[src/rtl/irq_pkg.sv]
package irq_pkg;
  localparam int DEF_NSRC       = 5;
  localparam int DEF_REG_W      = 8;
  localparam int DEF_VEC_W      = 16;
  localparam int DEF_VEC_BASE   = 3;
  localparam int DEF_VEC_STRIDE = 8;

  // vector address of a source: fixed base plus a constant spacing per index
  function automatic int vec_addr(int idx, int base, int stride);
    return base + idx * stride;
  endfunction
endpackage

[src/rtl/irq_regs.sv]
module irq_regs #(
  parameter int NSRC  = irq_pkg::DEF_NSRC,
  parameter int REG_W = irq_pkg::DEF_REG_W
) (
  input  logic             clk,
  input  logic             rst,
  input  logic             en_wr,
  input  logic [REG_W-1:0] en_wdata,
  input  logic             pri_wr,
  input  logic [REG_W-1:0] pri_wdata,
  output logic             ea,
  output logic [NSRC-1:0]  en_src,
  output logic [NSRC-1:0]  pri_src,
  output logic [REG_W-1:0] en_rdata,
  output logic [REG_W-1:0] pri_rdata
);
  localparam int EA_BIT  = REG_W - 1;
  localparam int EN_GAP  = REG_W - 1 - NSRC;
  localparam int PRI_GAP = REG_W - NSRC;

  logic unused_wbits;
  assign unused_wbits = ^{en_wdata[EA_BIT-1:NSRC], pri_wdata[REG_W-1:NSRC]};

  always_ff @(posedge clk) begin
    if (rst) begin
      ea      <= 1'b0;
      en_src  <= '0;
      pri_src <= '0;
    end else begin
      if (en_wr) begin
        ea     <= en_wdata[EA_BIT];
        en_src <= en_wdata[NSRC-1:0];
      end
      if (pri_wr) pri_src <= pri_wdata[NSRC-1:0];
    end
  end

  assign en_rdata  = {ea, {EN_GAP{1'b0}}, en_src};
  assign pri_rdata = {{PRI_GAP{1'b0}}, pri_src};

  // the global enable bit follows the last write
  a_r2_ea_follows: assert property (@(posedge clk) disable iff (rst)
    en_wr |=> (ea == $past(en_wdata[EA_BIT])));
endmodule

[src/rtl/irq_arbiter.sv]
module irq_arbiter #(
  parameter int NSRC  = irq_pkg::DEF_NSRC,
  parameter int IDX_W = $clog2(NSRC)
) (
  input  logic [NSRC-1:0]  flags,
  input  logic [NSRC-1:0]  en_src,
  input  logic             ea,
  input  logic [NSRC-1:0]  pri_src,
  input  logic [1:0]       isr,
  output logic             found,
  output logic [IDX_W-1:0] win_idx,
  output logic             win_lvl
);
  logic [NSRC-1:0] pend, hi_set, lo_set, cand, grant;
  logic [NSRC:0]   seen;
  logic            use_hi, allow_lo;

  assign pend     = flags & en_src & {NSRC{ea}};
  assign hi_set   = pend & pri_src;
  assign lo_set   = pend & ~pri_src;
  assign use_hi   = !isr[1] && (|hi_set);
  assign allow_lo = !isr[1] && !isr[0];
  assign cand     = use_hi ? hi_set : (allow_lo ? lo_set : '0);

  // fixed polling chain: the lowest index in the chosen level is granted
  assign seen[0] = 1'b0;
  for (genvar g = 0; g < NSRC; g++) begin : g_chain
    assign grant[g]  = cand[g] & ~seen[g];
    assign seen[g+1] = seen[g] | cand[g];
  end

  always_comb begin
    win_idx = '0;
    for (int i = 0; i < NSRC; i++)
      if (grant[i]) win_idx = win_idx | IDX_W'(i);
  end

  assign found   = seen[NSRC];
  assign win_lvl = use_hi;

  // at most one source granted
  a_r5_one_grant: assert final ($onehot0(grant));
endmodule

[src/rtl/irq_inservice.sv]
module irq_inservice (
  input  logic       clk,
  input  logic       rst,
  input  logic       set_en,
  input  logic       set_lvl,
  input  logic       ret,
  output logic [1:0] isr
);
  logic [1:0] isr_nxt;

  always_comb begin
    isr_nxt = isr;
    if (ret) begin
      if (isr_nxt[1]) isr_nxt[1] = 1'b0;
      else            isr_nxt[0] = 1'b0;
    end
    if (set_en) isr_nxt[set_lvl] = 1'b1;
  end

  always_ff @(posedge clk) begin
    if (rst) isr <= 2'b00;
    else     isr <= isr_nxt;
  end

  // a return drops the high level first and leaves the low level alone
  a_r9_ret_top: assert property (@(posedge clk) disable iff (rst)
    (ret && !set_en && isr[1]) |=> (!isr[1] && isr[0] == $past(isr[0])));
  a_r9_ret_low: assert property (@(posedge clk) disable iff (rst)
    (ret && !set_en && isr == 2'b01) |=> (isr == 2'b00));
endmodule

[src/rtl/irq_ctrl.sv]
module irq_ctrl #(
  parameter int NSRC       = irq_pkg::DEF_NSRC,
  parameter int REG_W      = irq_pkg::DEF_REG_W,
  parameter int VEC_W      = irq_pkg::DEF_VEC_W,
  parameter int VEC_BASE   = irq_pkg::DEF_VEC_BASE,
  parameter int VEC_STRIDE = irq_pkg::DEF_VEC_STRIDE,
  parameter logic [NSRC-1:0] TIMER_MASK = 5'b01010
) (
  input  logic             clk,
  input  logic             rst,
  input  logic [NSRC-1:0]  src_flag,
  input  logic             en_wr,
  input  logic [REG_W-1:0] en_wdata,
  input  logic             pri_wr,
  input  logic [REG_W-1:0] pri_wdata,
  input  logic             ack,
  input  logic             reti,
  output logic             irq_req,
  output logic [VEC_W-1:0] irq_vec,
  output logic [NSRC-1:0]  flag_clr,
  output logic [REG_W-1:0] en_rdata,
  output logic [REG_W-1:0] pri_rdata
);
  localparam int IDX_W = $clog2(NSRC);

  logic             ea;
  logic [NSRC-1:0]  en_src, pri_src;
  logic [1:0]       isr;
  logic             found, win_lvl, take, lvl_q;
  logic [IDX_W-1:0] win_idx, idx_q;

  irq_regs #(.NSRC(NSRC), .REG_W(REG_W)) u_regs (
    .clk(clk), .rst(rst), .en_wr(en_wr), .en_wdata(en_wdata),
    .pri_wr(pri_wr), .pri_wdata(pri_wdata), .ea(ea), .en_src(en_src),
    .pri_src(pri_src), .en_rdata(en_rdata), .pri_rdata(pri_rdata)
  );

  irq_arbiter #(.NSRC(NSRC), .IDX_W(IDX_W)) u_arb (
    .flags(src_flag), .en_src(en_src), .ea(ea), .pri_src(pri_src),
    .isr(isr), .found(found), .win_idx(win_idx), .win_lvl(win_lvl)
  );

  irq_inservice u_isr (
    .clk(clk), .rst(rst), .set_en(take), .set_lvl(lvl_q), .ret(reti), .isr(isr)
  );

  assign take = ack && irq_req;

  always_ff @(posedge clk) begin
    if (rst) begin
      irq_req  <= 1'b0;
      irq_vec  <= '0;
      idx_q    <= '0;
      lvl_q    <= 1'b0;
      flag_clr <= '0;
    end else begin
      flag_clr <= take ? (TIMER_MASK & (NSRC'(1) << idx_q)) : '0;
      if (take) begin
        irq_req <= 1'b0;
      end else if (!irq_req && found) begin
        irq_req <= 1'b1;
        idx_q   <= win_idx;
        lvl_q   <= win_lvl;
        irq_vec <= VEC_W'(irq_pkg::vec_addr(int'(win_idx), VEC_BASE, VEC_STRIDE));
      end
    end
  end

  // request and vector hold until acknowledged
  a_r10_hold: assert property (@(posedge clk) disable iff (rst)
    (irq_req && !ack) |=> (irq_req && $stable(irq_vec)));
  // nothing presented while the high level is in service
  a_r8_block: assert property (@(posedge clk) disable iff (rst)
    isr[1] |-> !irq_req);
  // a new request needs the global enable in the cycle before
  a_r3_global: assert property (@(posedge clk) disable iff (rst)
    $rose(irq_req) |-> $past(ea));
  // clear pulses only follow a taken acknowledge, only for timers
  a_r11_clr_cause: assert property (@(posedge clk) disable iff (rst)
    (|flag_clr) |-> $past(ack && irq_req));
  a_r11_clr_shape: assert property (@(posedge clk) disable iff (rst)
    $onehot0(flag_clr) && ((flag_clr & ~TIMER_MASK) == '0));
endmodule

[config.mk]
export PLATFORM = sky130hd
export DESIGN_NAME = irq_ctrl
export DESIGN_NICKNAME = d
export VERILOG_FILES = /design/src/rtl/irq_pkg.sv /design/src/rtl/irq_regs.sv /design/src/rtl/irq_arbiter.sv /design/src/rtl/irq_inservice.sv /design/src/rtl/irq_ctrl.sv
export SDC_FILE = /design/constraint.sdc
export NUM_CORES = 1
export LEC_CHECK = 0
export ABC_CLOCK_PERIOD_IN_PS = 2400
export BUFFER_PORTS_ARGS = -buffer_cell sky130_fd_sc_hd__buf_2
export CAP_MARGIN = 30
export CORE_MARGIN = 3
export CORE_UTILIZATION = 47
export DETAILED_ROUTE_END_ITERATION = 10
export PLACE_DENSITY = 0.95
export SETUP_SLACK_MARGIN = 0.3
export SYNTH_ARGS = -nofsm -noshare
export SYNTH_HDL_FRONTEND = slang
export SYNTH_SLANG_ARGS = --single-unit
[constraint.sdc]
create_clock -name clk -period 2.4 [get_ports clk]
set_input_delay 0.24 -clock clk [delete_from_list [all_inputs] [get_ports clk]]
set_output_delay 0.24 -clock clk [all_outputs]
set_load 0.02 [all_outputs]
Yosys cells after proc, flatten, opt, wreduce, memory -nomap -nowiden --
Index checks and enable logic that the tools add are counted.
Storage, ports and cells: input port bits 27, bits in registers 39, output and inout bits 38, word-level logic and storage cells 56
Cells by class: $add $sub $neg 1, order comparisons 2, shift-type cells 1, multiplexer cells 11, reductions and logical operators 12, bitwise operators 19
Operator list (number):
- $and 5x5->5 | 4
- $mux 5 | 2
- $mux 2 | 4
- $add 2x6->7 const A | 1
- $logic_and 1x1->1 | 5
- $not 1->1 | 5
- $not 5->5 | 1
- $reduce_or 5->1 | 1
- $and 1x1->1 | 4
- $or 1x1->1 | 4
- $reduce_or 2->1 | 2
- $shl 1x3->4 const A | 1
- $logic_not 1->1 | 3
- $mux 1 | 3
- $mux 3 | 1
- $lt 1x2->1 const B | 1
- $or 2x2->2 | 1
- $reduce_and 2->1 | 1
- $demux 1 s1 | 1
- $ge 1x1->1 const B | 1

Depth between registers and ports, before layout --
Gate-level depths: netlist of run 1.
depth in word-level cells 13, mapped depth 6, depth with buffers taken out 5

By module --
Synthesis of run 1 repeated with hierarchy kept, for this count alone.
Second synthesis, totals: cell total of the unflattened synthesis 147, area total of the unflattened synthesis 1333.8 sq um
By module, submodules not included:
- irq_regs | cells each 53, instances 1, area each 523.0 sq um, seq. area each 220.2 sq um
- irq_ctrl | cells each 47, instances 1, area each 451.7 sq um, seq. area each 160.2 sq um
- irq_arbiter | cells each 38, instances 1, area each 279.0 sq um, seq. area each 0.0 sq um
- irq_inservice | cells each 9, instances 1, area each 80.1 sq um, seq. area each 40.0 sq um

Worst setup path before layout of run 1 --
No wires, ideal clock.
path kind flip-flop to flip-flop, start register u_regs.ea, end register lvl_q, clock period less this slack 1.662 ns, data arrival time 1.541 ns, setup slack 0.738 ns, buffers on the path 1, required time 2.279 ns, cell stages (with the launch flop) 7, library setup time 0.121 ns, cell sequence dfxtp_1 -> buf_6 -> and4_4 -> or3_4 -> o31a_1 -> a41oi_2 -> o21ai_1
On the way: longest elaborated chain between the ends 11, elaborated cells on any way between the ends 13, those cells by class mux: 2; bitwise: 7; reduce/logical: 4
RTL lines:
- from (decl) | line irq_regs.sv:11 | output logic ea,
- from (signal assigned) | line irq_regs.sv:31 | ea <= en_wdata[EA_BIT];
- $and 5x5->5 (*) | line irq_arbiter.sv:18 | assign pend = flags & en_src & {NSRC{ea}};
- $and 5x5->5 | line irq_arbiter.sv:19 | assign hi_set = pend & pri_src;
- $reduce_or 5->1 | line irq_arbiter.sv:21 | assign use_hi = !isr[1] && (|hi_set);
- $logic_and 1x1->1 | line irq_arbiter.sv:21
- $mux 5 | line irq_arbiter.sv:23 | assign cand = use_hi ? hi_set : (allow_lo ? lo_set : '0);
- $or 1x1->1 (4 in a row) | line irq_arbiter.sv:29 | assign seen[g+1] = seen[g] | cand[g];
- $logic_and 1x1->1 | line irq_ctrl.sv:60 | end else if (!irq_req && found) begin
- $reduce_and 2->1 (no line)
- to (signal assigned) | line irq_ctrl.sv:63 | lvl_q <= win_lvl;
- to (decl) | line irq_ctrl.sv:29 | logic found, win_lvl, take, lvl_q;
Mark *: on every way between the ends. The rest lies on a longest branch, timed or not. A chain may end at the register's enable or synchronous reset.

Worst setup path in the final report of run 1 --
start register u_regs.ea, end register irq_req
On the way: longest elaborated chain between the ends 10, elaborated cells on any way between the ends 12, those cells by class mux: 2; bitwise: 7; reduce/logical: 3
RTL lines:
- $and 5x5->5 (*) | line irq_arbiter.sv:18
- $and 5x5->5 | line irq_arbiter.sv:19
- $reduce_or 5->1 | line irq_arbiter.sv:21
- $logic_and 1x1->1 | line irq_arbiter.sv:21
- $mux 5 (*) | line irq_arbiter.sv:23
- $or 1x1->1 (3 in a row) | line irq_arbiter.sv:29
- $or 1x1->1 (*) | line irq_arbiter.sv:29
- $logic_and 1x1->1 (*) | line irq_ctrl.sv:60
- to (signal assigned) | line irq_ctrl.sv:51 | irq_req <= 1'b0;
- to (signal assigned) | line irq_ctrl.sv:59 | irq_req <= 1'b0;
- to (signal assigned) | line irq_ctrl.sv:61 | irq_req <= 1'b1;
- to (decl) | line irq_ctrl.sv:18 | output logic irq_req,
Marked as above.

==> impl_metrics.ini, run 1 <==
[timing]
hold_viol_final = 0
period_minus_slack_ns = 1.95
min_period_over_period_pct = 81.4
fmax_mhz = 512
maxSlewViolCount = 0
setup_tns_ns = 0
finalSetupViolCount = 0
skew_ns = 0.00456
rsz0062_at_grt = no

[synth]
ys_seq_elements = 21
yosysWarnings = 0
synth_top_cell_area_share_pct = 35.8
async_reset_ff_share_pct = 0
yosysTopAreaCell = dfxtp_1
synth-edff-count = 0
synth_area_leaders = dfxtp_1 (36%), buf_4 (13%), mux2i_1 (9.4%), nor2_1 (5.4%), nand4_1 (3.2%)
postSynthCellCount = 134
avgSynthCellArea_sq_um = 8.77
ys_seq_area_share_pct = 35.8
synth_flop_cell = dfxtp_1
netlist-cell-type-count = 39
synthesis.area_sq_mm = 0.00117

[power]
p_leak_uw = 0.000630
irDropWorstVdd_mv = 0.432
power_density_mw_per_mm2 = 514

[place]
portBuffers = 40
dpl_cell_area_sq_mm = 0.00129
place.gp.congestion = 0.834
placed_cells = 193
hpwlAfterDp_mm = 2.01

[setup_path]
critPathLaunchType = register
startpoint = u_regs.ea$_SDFFE_PP0P_
crit_fanout = 11
reg2reg_depth = 5
crit_path_end_kind = register
crit_arrival_ns = 2.15
worstPathRequired_ns = 2.59
regToRegSetupSlack_ns = 0.45
rr_endpoint = irq_req$_SDFFE_PP0P_
worstReg2RegStart = u_regs.ea$_SDFFE_PP0P_
path_class = reg -> reg

[die]
die_x_um = 56.0
start_util_pct = 51.1
fp-row-count = 17
core_sq_mm = 0.00230
dieArea_sq_mm = 0.00314
ios = 65
die-height_um = 56.0

[clocking]
root_buffer = clkbuf_4
cts_buffer_depth = 2
clock_latency_ns = 0.30
cts_setup_buffers = 0
htree_levels = 1
clkTransAtPathRegs_ns = 0.11
cts_sinks = 21
cts_tree = done
hold_buffers = 0
post_cts_resized = 0
numCtsBuffers = 3

[global_route]
grt_max_degree = 20
overflow = 0
grt_first_pass_wirelength_mm = 4.13
track_usage_pct = 16.0
antenna_found_initial = 0
grt_pass1_vias = 913

[detailed_routing]
drt-pass1-iter-count = 4
via_per_inst = 5.41
wl_per_cell_um = 12.7
wirelength_mm = 2.51
first_iter_violations = 43
drc_errors = 0
ant_nets = 0
vias = 1066

[final_layout]
final_cells = 197
final_util_pct = 57.3
design_area_sq_mm = 0.00132
final_nets = 197
area_growth_syn_to_layout_pct = 12.0
antenna_cells = 0
drive_gt1_share_pct = 29.6

[hold_path]
hold_class = in -> reg
min-delay-start = pri_wdata[0]
hold_depth = 3
min_to = u_regs.pri_src[0]$_SDFFE_PP0P_

[outcome]
status = finished, final reports clean

[run]
drv_cap = 0
[cell usage after synthesis, types with 3 or more instances]
cell type	instances
a21oi_1	3
nor2_1	17
dfxtp_1	21
nand3_1	7
buf_4	21
inv_1	3
mux2i_1	11
clkbuf_1	4
nand2b_1	3
nand4_1	6
nand2_1	5
nor4_1	3
[sequential cells by signal, summed over array words and instances (netlist names), 2 cells and up]
register / count
idx_q: 3
flag_clr: 2
u_isr.isr: 2
u_regs.pri_src: 5
u_regs.en_src: 5
[worst max-delay path: stages (launching register included)]
cell and delay (ns):
dfxtp_1 0.55, nand4_1 0.26, and4_1 0.30, a22oi_2 0.26
nand3_1 0.17, o311a_1 0.31
[cells in the final DEF (no fill, tap or decap), drive strengths merged, types with 4 or more instances in the layout]
cell type  instances
nand3              7
buf               40
nor2              17
mux2i             11
clkbuf             4
conb              19
dfxtp             21
nand4              6
nand2              5
[cells by family after synthesis]
| group | after synthesis | share of synthesized area, % |
|---|---|---|
| other | 1 | 0.319 |
| AOI/OAI and AO/OA | 21 | 14.8 |
| buffers and inverters | 30 | 16.9 |
| DFF | 21 | 35.8 |
| and+or+nand+nor | 50 | 22.8 |
| muxes | 11 | 9.37 |
[final cells by class]
| type | count | area [sq um] |
|---|---|---|
| fill | 228 | 981 |
| tap | 28 | 35.0 |
| timing repair buffer | 40 | 200 |
| clock buffer | 4 | 26.3 |
| multi-input combinational | 101 | 623 |
| sequential | 21 | 420 |
| inverter | 3 | 11.3 |
[per-layer routing]
metal  GRT usage (%)  vias up  share of wire (%)
met1            20.6      483                 42
met5               0        -                  0
met4            5.08        0                1.0
met3            3.48        3                8.5
li1                -      522                  -
met2            26.2       58                 48
[where the power goes]
group          leakage, uW  switching, uW  total (uW)  internal (uW)
sequential        0.000172           19.0         383            364
combinational     0.000443           85.3         128           43.2
clock            0.0000150            100         165           64.8
[worst max path at each step]
| stage | to | slack (ns) | depth (start not counted) |
|---|---|---|---|
| finish | irq_req$_SDFFE_PP0P_ | 0.45 | 5 |
| global route | irq_req$_SDFFE_PP0P_ | 0.32 | 5 |
| CTS | irq_req$_SDFFE_PP0P_ | 0.48 | 5 |
| detailed placement | irq_req$_SDFFE_PP0P_ | 0.51 | 5 |
| global placement | irq_req$_SDFFE_PP0P_ | 0.56 | 5 |
| floorplan | lvl_q$_SDFFE_PP0P_ | 0.74 | 6 |
[through the flow]
step / power (uW) / setup slack [ns] / hold slack (ns)
floorplan: 504 / 0.738 / 0.387
global placement: 515 / 0.560 / 0.448
detailed placement: 518 / 0.510 / 0.460
CTS: 683 / 0.478 / 0.165
global route: 719 / 0.325 / 0.159
finish: 676 / 0.447 / 0.168
Note: power is estimated with default switching activity, not from simulation.
==> run 2, diff against run 1 <==
--- a/config.mk
+++ b/config.mk
@@ -5,13 +5,13 @@
 export SDC_FILE = /design/constraint.sdc
 export NUM_CORES = 1
 export LEC_CHECK = 0
-export ABC_CLOCK_PERIOD_IN_PS = 2400
+export ABC_CLOCK_PERIOD_IN_PS = 1800
 export BUFFER_PORTS_ARGS = -buffer_cell sky130_fd_sc_hd__buf_2
 export CAP_MARGIN = 30
 export CORE_MARGIN = 3
-export CORE_UTILIZATION = 47
+export CORE_UTILIZATION = 44
 export DETAILED_ROUTE_END_ITERATION = 10
-export PLACE_DENSITY = 0.95
+export PLACE_DENSITY = 0.91
 export SETUP_SLACK_MARGIN = 0.3
 export SYNTH_ARGS = -nofsm -noshare
 export SYNTH_HDL_FRONTEND = slang
==> constraint.sdc (replaced) <==
create_clock -name clk -period 1.8 [get_ports clk]
set_input_delay 0.18 -clock clk [delete_from_list [all_inputs] [get_ports clk]]
set_output_delay 0.18 -clock clk [all_outputs]
set_load 0.02 [all_outputs]
==> run 2 against run 1 <==
  * Via count up 4.2%
  * Critical path depth unchanged
  * Clock-buffer cell count down 1
  * Maximum frequency up 19%
==> impl_metrics.ini, run 2 (synthesized netlist as in run 1, its figures left out) <==
[final_layout]
drive_gt1_share_pct = 41.2
top_regs = u_regs.en_src: 5 flops, u_regs.pri_src: 5 flops, idx_q: 3 flops
final_util_pct = 57.2
design_area_sq_mm = 0.00143
layout_commonest_cell = buf_2
final_nets = 205
area_growth_syn_to_layout_pct = 21.6
layout_common_cells = buf_2 (40), conb_1 (19), nor2_1 (17), dfxtp_1 (12), mux2i_1 (11)
antenna_cells = 0
nFillCells = 232
area.sequential_sq_um = 434
multi_input_area_sq_um = 658

[setup_path]
slowest_stage = dfxtp_4
worstPathRequired_ns = 2.07
critical_path_buf_inv_count = 0
critPathLaunchType = register
crit_path_end_kind = register
crit_arrival_ns = 1.91
timing.critical_path.cells = and4_4, or3_4, o31a_4, a41oi_2, o21a_1
crit_fanout = 6
critical_path.max_stage_delay_ns = 0.38
path_class = reg -> reg
path_delay_family = compound AO/OA/AOI/OAI gates

[global_route]
grt_first_pass_wirelength_mm = 4.49
overflow = 0
antenna_found_initial = 0
grt_max_degree = 20
grt_pass1_vias = 1012
track_usage_pct = 17.2

[detailed_routing]
ant_nets = 0
wirelength_mm = 2.87
first_iter_violations = 27
vias = 1111
drt-pass1-iter-count = 4
via_per_inst = 5.37
wl_per_cell_um = 13.8
drc_errors = 0

[clocking]
htree_levels = 1
hold_buffers = 0
cts_buffer_depth = 2
clock_latency_ns = 0.31
clkTransAtPathRegs_ns = 0.12
cts_tree = done
root_buffer = clkbuf_4
cts_sinks = 21
numCtsBuffers = 3

[timing]
rsz0062_at_grt = yes
hold_viol_final = 0
finalSetupViolCount = 0
min_period_over_period_pct = 91.0
maxSlewViolCount = 0
setup_tns_ns = 0
fmax_mhz = 610
skew_ns = 0.00232
period_minus_slack_ns = 1.64

[place]
hpwlAfterDp_mm = 2.12
dpl_cell_area_sq_mm = 0.00133
portBuffers = 40
place.gp.congestion = 0.885

[power]
p_leak_uw = 0.000684
power_density_mw_per_mm2 = 651
irDropWorstVdd_mv = 0.443

[die]
die_x_um = 57.7
dieArea_sq_mm = 0.00333
core_sq_mm = 0.00250
start_util_pct = 47.0
fp-row-count = 18
die-height_um = 57.7
ios = 65

[outcome]
status = finished, final reports clean

[hold_path]
hold_class = in -> reg

[run]
drv_cap = 0
run 2: layer usage:
layer  vias to the layer above  wire length (um)  track usage, %
li1                        534                 -               -
met1                       523              1110            20.6
met2                        50              1480            29.0
met3                         4               250            4.45
met4                         0                28            7.28
met5                         -                 0               0
run 2: worst reg2reg max path, cell delays in order, from the launching register on:
cell and delay (ns):
dfxtp_4 0.38, and4_4 0.18, or3_4 0.36, o31a_4 0.31, a41oi_2 0.22, o21a_1 0.14
run 2: repair_timing:
item                       4_1_cts  5_1_grt
setup endpoints to repair        6        6
buffers inserted                 3        2
pin swaps                        5        5
gates resized for setup          8        5
run 2: cell type report:
class / count / share of cell area, %
Clock buffer: 3 / 1.58
Clock inverter: 1 / 0.350
Inverter: 3 / 0.788
Multi-Input combinational cell: 101 / 46.1
Sequential cell: 21 / 30.4
Tap cell: 30 / 2.63
Timing Repair Buffer: 48 / 18.2
run 2: per-stage QoR:
stage,std cells,setup slack [ns],hold WS (ns),total power [uW]
global route,207,0.0768,0.0837,974
detailed placement,198,0.0436,0.423,699
CTS,205,0.181,0.100,924
floorplan,152,0.183,0.327,675
global placement,198,0.0872,0.414,694
finish,207,0.161,0.0920,930
run 2: final timing paths:
kind	start	endpoint	slack, ns	cells after the start
max	u_regs.ea$_SDFFE_PP0P_	irq_vec[1]$_SDFFE_PP0P_	0.16	5
min	en_wdata[0]	u_regs.en_src[0]$_SDFFE_PP0P_	0.09	3
max reg2reg	u_regs.ea$_SDFFE_PP0P_	irq_vec[1]$_SDFFE_PP0P_	0.16	5
min reg2reg	idx_q[1]$_SDFFE_PP0P_	flag_clr[1]$_SDFF_PP0_	0.47	1
run 2: power by group:
part	internal, uW	switching [uW]	total, uW
registers	487	23.8	511
logic	64.6	121	186
clock network	83.2	151	234
